[config.mk]
export PLATFORM = sky130hd
export DESIGN_NAME = seg_addr_unit
export DESIGN_NICKNAME = d
export VERILOG_FILES = /design/src/rtl/seg_pkg.sv /design/src/rtl/seg_pc_unit.sv /design/src/rtl/seg_cfg_regs.sv /design/src/rtl/seg_addr_unit.sv
export SDC_FILE = /design/constraint.sdc
export NUM_CORES = 1
export LEC_CHECK = 0
export ABC_CLOCK_PERIOD_IN_PS = 2530
export CAP_MARGIN = 20
export CELL_PAD_IN_SITES_DETAIL_PLACEMENT = 1
export CELL_PAD_IN_SITES_GLOBAL_PLACEMENT = 1
export CORE_MARGIN = 1.5
export CORE_UTILIZATION = 25
export CTS_CLUSTER_DIAMETER = 120
export DETAILED_ROUTE_END_ITERATION = 6
export PLACE_DENSITY_LB_ADDON = 0.3
export SYNTH_ARGS = -nofsm -noshare
export SYNTH_HDL_FRONTEND = slang
export SYNTH_SLANG_ARGS = --single-unit
[constraint.sdc]
create_clock -name clk -period 2.53 [get_ports clk]
set_clock_uncertainty 0.1 [all_clocks]
set_input_delay 0.506 -clock clk [delete_from_list [all_inputs] [get_ports clk]]
set_output_delay 0.506 -clock clk [all_outputs]
set_load 0.01 [all_outputs]
[src/rtl/seg_pkg.sv]
package seg_pkg;

    typedef enum logic [1:0] {
        PC_HOLD,
        PC_STEP,
        PC_NEAR,
        PC_FAR
    } pc_act_e;

    typedef enum logic {
        SPACE_DATA  = 1'b0,
        SPACE_INSTR = 1'b1
    } mem_space_e;

endpackage

[src/rtl/seg_pc_unit.sv]
module seg_pc_unit
    import seg_pkg::*;
#(
    parameter int SEG_W = 4,
    parameter int OFF_W = 12
) (
    input  logic                     clk,
    input  logic                     rst_n,
    input  logic                     adv_i,
    input  logic                     br_valid_i,
    input  logic                     br_far_i,
    input  logic [SEG_W+OFF_W-1:0]   br_target_i,
    input  logic                     cs_we_i,
    input  logic [SEG_W-1:0]         cs_wdata_i,
    output logic [SEG_W-1:0]         cs_o,
    output logic [OFF_W-1:0]         pc_o
);

    localparam int ADDR_W = SEG_W + OFF_W;
    localparam logic [OFF_W-1:0] ONE = {{(OFF_W-1){1'b0}}, 1'b1};
    localparam logic [OFF_W-1:0] TOP = {OFF_W{1'b1}};

    pc_act_e            act;
    logic [SEG_W-1:0]   cs_q;
    logic [OFF_W-1:0]   pc_q;

    // next-action selection: branches outrank stepping
    always_comb begin
        if (br_valid_i && br_far_i)
            act = PC_FAR;
        else if (br_valid_i)
            act = PC_NEAR;
        else if (adv_i)
            act = PC_STEP;
        else
            act = PC_HOLD;
    end

    always_ff @(posedge clk) begin
        if (!rst_n) begin
            cs_q <= '0;
            pc_q <= '0;
        end else begin
            unique case (act)
                PC_FAR: begin
                    cs_q <= br_target_i[ADDR_W-1:OFF_W];
                    pc_q <= br_target_i[OFF_W-1:0];
                end
                PC_NEAR: begin
                    pc_q <= br_target_i[OFF_W-1:0];
                    if (cs_we_i) cs_q <= cs_wdata_i;
                end
                PC_STEP: begin
                    pc_q <= pc_q + ONE;
                    if (cs_we_i) cs_q <= cs_wdata_i;
                end
                PC_HOLD: begin
                    if (cs_we_i) cs_q <= cs_wdata_i;
                end
                default: begin
                    pc_q <= pc_q;
                end
            endcase
        end
    end

    assign cs_o = cs_q;
    assign pc_o = pc_q;

    p_step_r2: assert property (@(posedge clk) disable iff (!rst_n)
        (adv_i && !br_valid_i && !cs_we_i) |=> (pc_q == $past(pc_q) + ONE) && (cs_q == $past(cs_q)));

    p_wrap_r3: assert property (@(posedge clk) disable iff (!rst_n)
        (adv_i && !br_valid_i && pc_q == TOP) |=> (pc_q == '0));

    p_near_keeps_seg_r4: assert property (@(posedge clk) disable iff (!rst_n)
        (br_valid_i && !br_far_i && !cs_we_i) |=> $stable(cs_q));

    p_far_load_r5: assert property (@(posedge clk) disable iff (!rst_n)
        (br_valid_i && br_far_i) |=> ({cs_q, pc_q} == $past(br_target_i)));

    p_idle_hold_r11: assert property (@(posedge clk) disable iff (!rst_n)
        (!adv_i && !br_valid_i && !cs_we_i) |=> ($stable(pc_q) && $stable(cs_q)));

endmodule

[src/rtl/seg_cfg_regs.sv]
module seg_cfg_regs
    import seg_pkg::*;
#(
    parameter int SEG_W = 4
) (
    input  logic               clk,
    input  logic               rst_n,
    input  logic               ds_we_i,
    input  logic               ior_we_i,
    input  logic [SEG_W-1:0]   wdata_i,
    input  logic               tgl_i,
    output logic [SEG_W-1:0]   ds_o,
    output logic [SEG_W-1:0]   ior_o,
    output mem_space_e         space_o
);

    logic [SEG_W-1:0] ds_q;
    logic [SEG_W-1:0] ior_q;
    mem_space_e       space_q;

    always_ff @(posedge clk) begin
        if (!rst_n) begin
            ds_q    <= '0;
            ior_q   <= '0;
            space_q <= SPACE_DATA;
        end else begin
            if (ds_we_i)  ds_q  <= wdata_i;
            if (ior_we_i) ior_q <= wdata_i;
            if (tgl_i)
                space_q <= (space_q == SPACE_DATA) ? SPACE_INSTR : SPACE_DATA;
        end
    end

    assign ds_o    = ds_q;
    assign ior_o   = ior_q;
    assign space_o = space_q;

    p_toggle_flip_r9: assert property (@(posedge clk) disable iff (!rst_n)
        tgl_i |=> (space_q != $past(space_q)));

    p_flag_hold_r11: assert property (@(posedge clk) disable iff (!rst_n)
        !tgl_i |=> $stable(space_q));

    p_regs_hold_r11: assert property (@(posedge clk) disable iff (!rst_n)
        (!ds_we_i && !ior_we_i) |=> ($stable(ds_q) && $stable(ior_q)));

endmodule

[src/rtl/seg_addr_unit.sv]
module seg_addr_unit
    import seg_pkg::*;
#(
    parameter int SEG_W = 4,
    parameter int OFF_W = 12
) (
    input  logic                     clk,
    input  logic                     rst_n,
    input  logic                     fetch_adv_i,
    input  logic                     br_valid_i,
    input  logic                     br_far_i,
    input  logic [SEG_W+OFF_W-1:0]   br_target_i,
    input  logic                     data_req_i,
    input  logic [OFF_W-1:0]         data_off_i,
    input  logic                     cs_we_i,
    input  logic                     ds_we_i,
    input  logic                     ior_we_i,
    input  logic [SEG_W+OFF_W-1:0]   wr_data_i,
    input  logic                     space_tgl_i,
    input  logic                     io_sel_reg_i,
    input  logic [SEG_W-1:0]         io_imm_i,
    output logic [SEG_W+OFF_W-1:0]   instr_addr_o,
    output logic [SEG_W+OFF_W-1:0]   data_addr_o,
    output logic                     mem_space_o,
    output logic [SEG_W-1:0]         io_port_o
);

    localparam int ADDR_W = SEG_W + OFF_W;

    logic [SEG_W-1:0] cs, ds, ior;
    logic [OFF_W-1:0] pc;
    mem_space_e       space;
    logic [SEG_W-1:0] wr_low;

    assign wr_low = wr_data_i[SEG_W-1:0];

    seg_pc_unit #(.SEG_W(SEG_W), .OFF_W(OFF_W)) u_pc (
        .clk         (clk),
        .rst_n       (rst_n),
        .adv_i       (fetch_adv_i),
        .br_valid_i  (br_valid_i),
        .br_far_i    (br_far_i),
        .br_target_i (br_target_i),
        .cs_we_i     (cs_we_i),
        .cs_wdata_i  (wr_low),
        .cs_o        (cs),
        .pc_o        (pc)
    );

    seg_cfg_regs #(.SEG_W(SEG_W)) u_cfg (
        .clk      (clk),
        .rst_n    (rst_n),
        .ds_we_i  (ds_we_i),
        .ior_we_i (ior_we_i),
        .wdata_i  (wr_low),
        .tgl_i    (space_tgl_i),
        .ds_o     (ds),
        .ior_o    (ior),
        .space_o  (space)
    );

    assign instr_addr_o = {cs, pc};
    assign data_addr_o  = data_req_i ? {ds, data_off_i} : {ADDR_W{1'b0}};
    assign mem_space_o  = (space == SPACE_INSTR);
    assign io_port_o    = io_sel_reg_i ? ior : io_imm_i;

    p_far_wins_r6: assert property (@(posedge clk) disable iff (!rst_n)
        (br_valid_i && br_far_i && cs_we_i) |=> (instr_addr_o == $past(br_target_i)));

    p_near_offset_r4: assert property (@(posedge clk) disable iff (!rst_n)
        (br_valid_i && !br_far_i) |=> (instr_addr_o[OFF_W-1:0] == $past(br_target_i[OFF_W-1:0])));

endmodule

After elaboration in Yosys (flattened, before gate mapping)
Index checks and enable logic that the tools add are counted.
- output and inout bits: 37
- bits of input ports: 59
- ROM bits: 0
- register bits after elaboration: 25
- memories kept: 0
- RAM bits: 0
- latch bits: 0
- $mul: 0
- equality and inequality tests: 4
- add/subtract/negate cells: 1
- reduce and logical (&&, ||, !) cells: 5
- divide/modulo/power cells: 0
- mux-type cells: 9
- shift operators: 0
- magnitude comparators: 0
- bitwise gates (word level): 0
- operators with widths (cell ; count):
    $pmux W12 S2 ; 1
    $mux W16 ; 1
    $add A12 B1 Y12 const B ; 1
    $mux W4 ; 2
    $pmux W4 S2 ; 1
    $eq A2 B2 Y1 const B ; 2
    $mux W2 ; 2
    $reduce_or A3 Y1 ; 1
    $eq A2 B1 Y1 const B ; 1
    $logic_not A2 Y1 ; 1
    $mux W1 ; 2
    $ne A2 B1 Y1 const B ; 1
    $reduce_bool A2 Y1 ; 1
    $reduce_or A2 Y1 ; 1
    $logic_and A1 B1 Y1 ; 1

Depth between registers and ports, before layout
- depth in word-level cells: 6
- mapped depth: 5
- mapped depth without buffers: 5

By module
A second synthesis with hierarchy kept.
- cells, all modules: 154
- area total of the unflattened synthesis: 1402.6 µm²
- by module, submodules not included (module ; area an instance (µm²) ; instances ; cells each ; seq. area each (µm²)):
    seg_pc_unit ; 902.1 ; 1 ; 104 ; 320.3
    seg_cfg_regs ; 347.8 ; 1 ; 29 ; 180.2
    seg_addr_unit ; 152.6 ; 1 ; 21 ; 0.0

Worst setup path after synthesis
OpenSTA, ideal clock, no wires.
- path type: input port to output port
- start point: in data_req_i
- end point: out data_addr_o[10]
- cell stages on the path: 2
- arrival time: 0.868 ns
- buffers on the path: 1
- setup slack: 1.056 ns
- cell sequence: clkbuf_1 -> and2_1
- longest elaborated chain between the ends: 1
- RTL lines (item ; line ; source):
    start: declaration ; seg_addr_unit.sv:13 ; input logic data_req_i,
    $mux W16 ; seg_addr_unit.sv:63 ; assign data_addr_o = data_req_i ? {ds, data_off_i} : {ADDR_W{1'b0}};
    end: declaration ; seg_addr_unit.sv:23 ; output logic [SEG_W+OFF_W-1:0] data_addr_o,
Every way passes these cells.

Final worst setup path
- start point: in data_req_i
- end point: out data_addr_o[13]
The elaborated chain is that of the path after synthesis.

==> metrics.txt <==
Period Utilization, post-route=0.957; commonest non-fill, non-tap cell in the layout=clkdlybuf4s50_1; Power Dens Cells=roughly 420 nW/um2; Die Width=75.3 um; min-delay worst type=flop to flop; max cap viols=0; sequential share of the synthesized area=0.383; P_leak=between 0.8 and 0.9 nW; FF-to-FF setup slack=1.03 ns; crit-path max FO=16; H-Tree Depth=1; clock network fraction of design power=0.253; Worst setup EP type=primary output; Worst-path clk slew=0.09 ns; clock sinks=25; family with the most delay on the worst path=buffers and inverters; cts-stage hold buffer count=0; vias=1372; Avg WL per Cell=13.9 um; crit-path most repeated cell=clkdlybuf4s50_1; data required time of the worst path=about 1.9 ns; synthesized area per cell=8.83 um2; Mapped Cells=148; Post-DRT Antenna Nets=0; Num CTS Buffers=3; Pre-antenna DRT Iters=4; setup_tns=0 ns; Sequential Power Share=0.468; CP Launch Type=primary input; crit path buf inv count=3; post-CTS setup buffers=0; max-slew violations=0; Net Sw Power=0.000254 W; Std-Cell Rows=26; PostCTS Resize Cnt=0; Top Ports=96; fraction of layout cells with a size suffix above 1=0.0736; Synth cell types=24; starting density of the core=0.257; global-route wire length before repair=6510 um; Avg Vias per Cell=4.56; Final setup viols=0; crit-path max cell delay=0.53 ns; port bufs=83; Final Hold Vio Count=0; Crit path arrival time=1.81 ns; Logic pwr share=0.279; full die area=5670 um2; Cell Area, Placed=2230 um2; gr usage total=0.151; min Tclk post-route=2.42 ns; fin nets=292; hold_ws=0.391 ns; Layout area overhead=74.7%; root buf cell=clkbuf_8; Final Wtd Congestion=0.693; Post-Syn Area=between 1000 and 1500 um2; Synthesis Warnings=0; slew margin rel.=0.712; outcome=finished clean; RSZ-0062 raised after global routing=no; Max Root-Sink Buffers=2; #FFs+latches synth=25; Internal=0.000705 W; fmax=0.413 GHz; CP max stage cell=clkdlybuf4s50_1; WS Path Type=primary input to primary output; # fillers=between 600 and 700; CTS tree=built; Tightest Pin Transition=0.431 ns; Final Cell Area=2280 um2; maximum vdd drop=0.000219 V; vias in the first global route=between 1000 and 1500; most used cells in the layout excluding fill and tap cells=82 x clkdlybuf4s50_1, 25 x dfxtp_1, 17 x nor2_1; Die H=75.3 um; Overflow after GRT=0; DRT iter0 DRCs=16; sw frac=0.265; initial antenna violation count=0; CP Cell Sequence=clkdlybuf4s50_1, buf_12, and2_1, clkdlybuf4s50_1; Final HPWL DP=3330 um; Syn Nets=208; Core ar.=5070 um2; Routed WL=4200 um; pin count of the biggest net entering global routing=19; Clock Latency Late Sink=0.27 ns; Diodes inserted=0; # DRC=0
-- logic make-up after synthesis --
logic type,after synthesis,synth area share
flip-flops,25,0.383
adder cells (fa/ha/maj),1,0.00958
multiplexers,17,0.134
AO/OA/AOI/OAI,25,0.108
XOR/XNOR,12,0.0805
buffers and inverters,11,0.0335
AND/OR/NAND/NOR,57,0.251
-- Yosys cell counts --
library cell   n  share of area
o22ai_1        3          0.014
clkbuf_1       4          0.011
xnor2_1        7          0.047
nand2_1        8          0.023
nand3_1        3          0.011
inv_1          2         0.0057
mux2i_1       13           0.10
a21oi_1       11          0.042
and2_1        16          0.077
nor3b_1        3          0.017
nand4_4        1          0.016
mux2_2         4          0.034
a211oi_1       5          0.029
and3_1         1         0.0048
nand4_1        3          0.014
buf_2          2         0.0077
clkinv_1       1         0.0029
buf_1          2         0.0057
dfxtp_1       25           0.38
xor2_1         5          0.034
o21ai_0        6          0.023
nor2_1        17          0.049
nor3_2         5          0.038
ha_1           1         0.0096
-- state kept, by name (all words and copies together) (netlist names) --
signal / flops
u_pc.cs_o: 4
u_cfg.ior_o: 4
u_pc.pc_o: 12
u_cfg.space_o: 1
u_cfg.ds_o: 4
-- worst register-to-register path, cell delays in order (launching register included) --
cell and delay, ns:
dfxtp_1 0.46, ha_1 0.25, nand2_1 0.14, nor3_2 0.22
xnor2_1 0.13, a21oi_1 0.08
-- final timing paths --
path	to	depth (start not counted)	from
setup reg to reg	u_pc.pc_o[8]	5	u_pc.pc_o[0]
hold reg to reg	u_cfg.ds_o[3]	2	u_cfg.ds_o[3]
setup / recovery	data_addr_o[13]	4	data_req_i
hold / removal	u_cfg.ds_o[3]	2	u_cfg.ds_o[3]
-- cell type report --
type / count / area (um2) / share of cell area
repair buffers: 87 / 876 / 0.384
multi-input cells: 112 / 762 / 0.334
flip-flops and latches: 25 / 500 / 0.219
well taps: 70 / 87.6 / 0.0384
clock buffers: 4 / 45.0 / 0.0197
inverters: 3 / 11.3 / 0.00493
-- power by group through the flow --
stage,combinational (W),clock (W),sequential (W)
CTS,0.000273,0.000254,0.000449
detailed placement,0.000271,0,0.000458
finish,0.000268,0.000243,0.000449
global placement,0.000266,0,0.000457
floorplan,0.0000924,0,0.000462
global route,0.000293,0.000271,0.000454
-- routing by layer --
layer  vias to the layer above  track usage  wire length (um)
li1                        674            -                 -
met1                       628        0.175              1730
met2                        68        0.271              1940
met3                         2       0.0469               512
met4                         0       0.0357                 8
met5                         -            0                 0
-- through the flow --
step           power (W)  utilization  std cells  worst slack [ns]
6_report        0.000959        0.450        301             0.110
2_1_floorplan   0.000554            -        148              1.06
3_3_place_gp    0.000724        0.440        297            0.0409
5_1_grt          0.00102        0.450        301            0.0551
4_1_cts         0.000976        0.449        301            0.0260
3_5_place_dp    0.000729        0.440        297            0.0240
(Power assumes the default switching activity.)
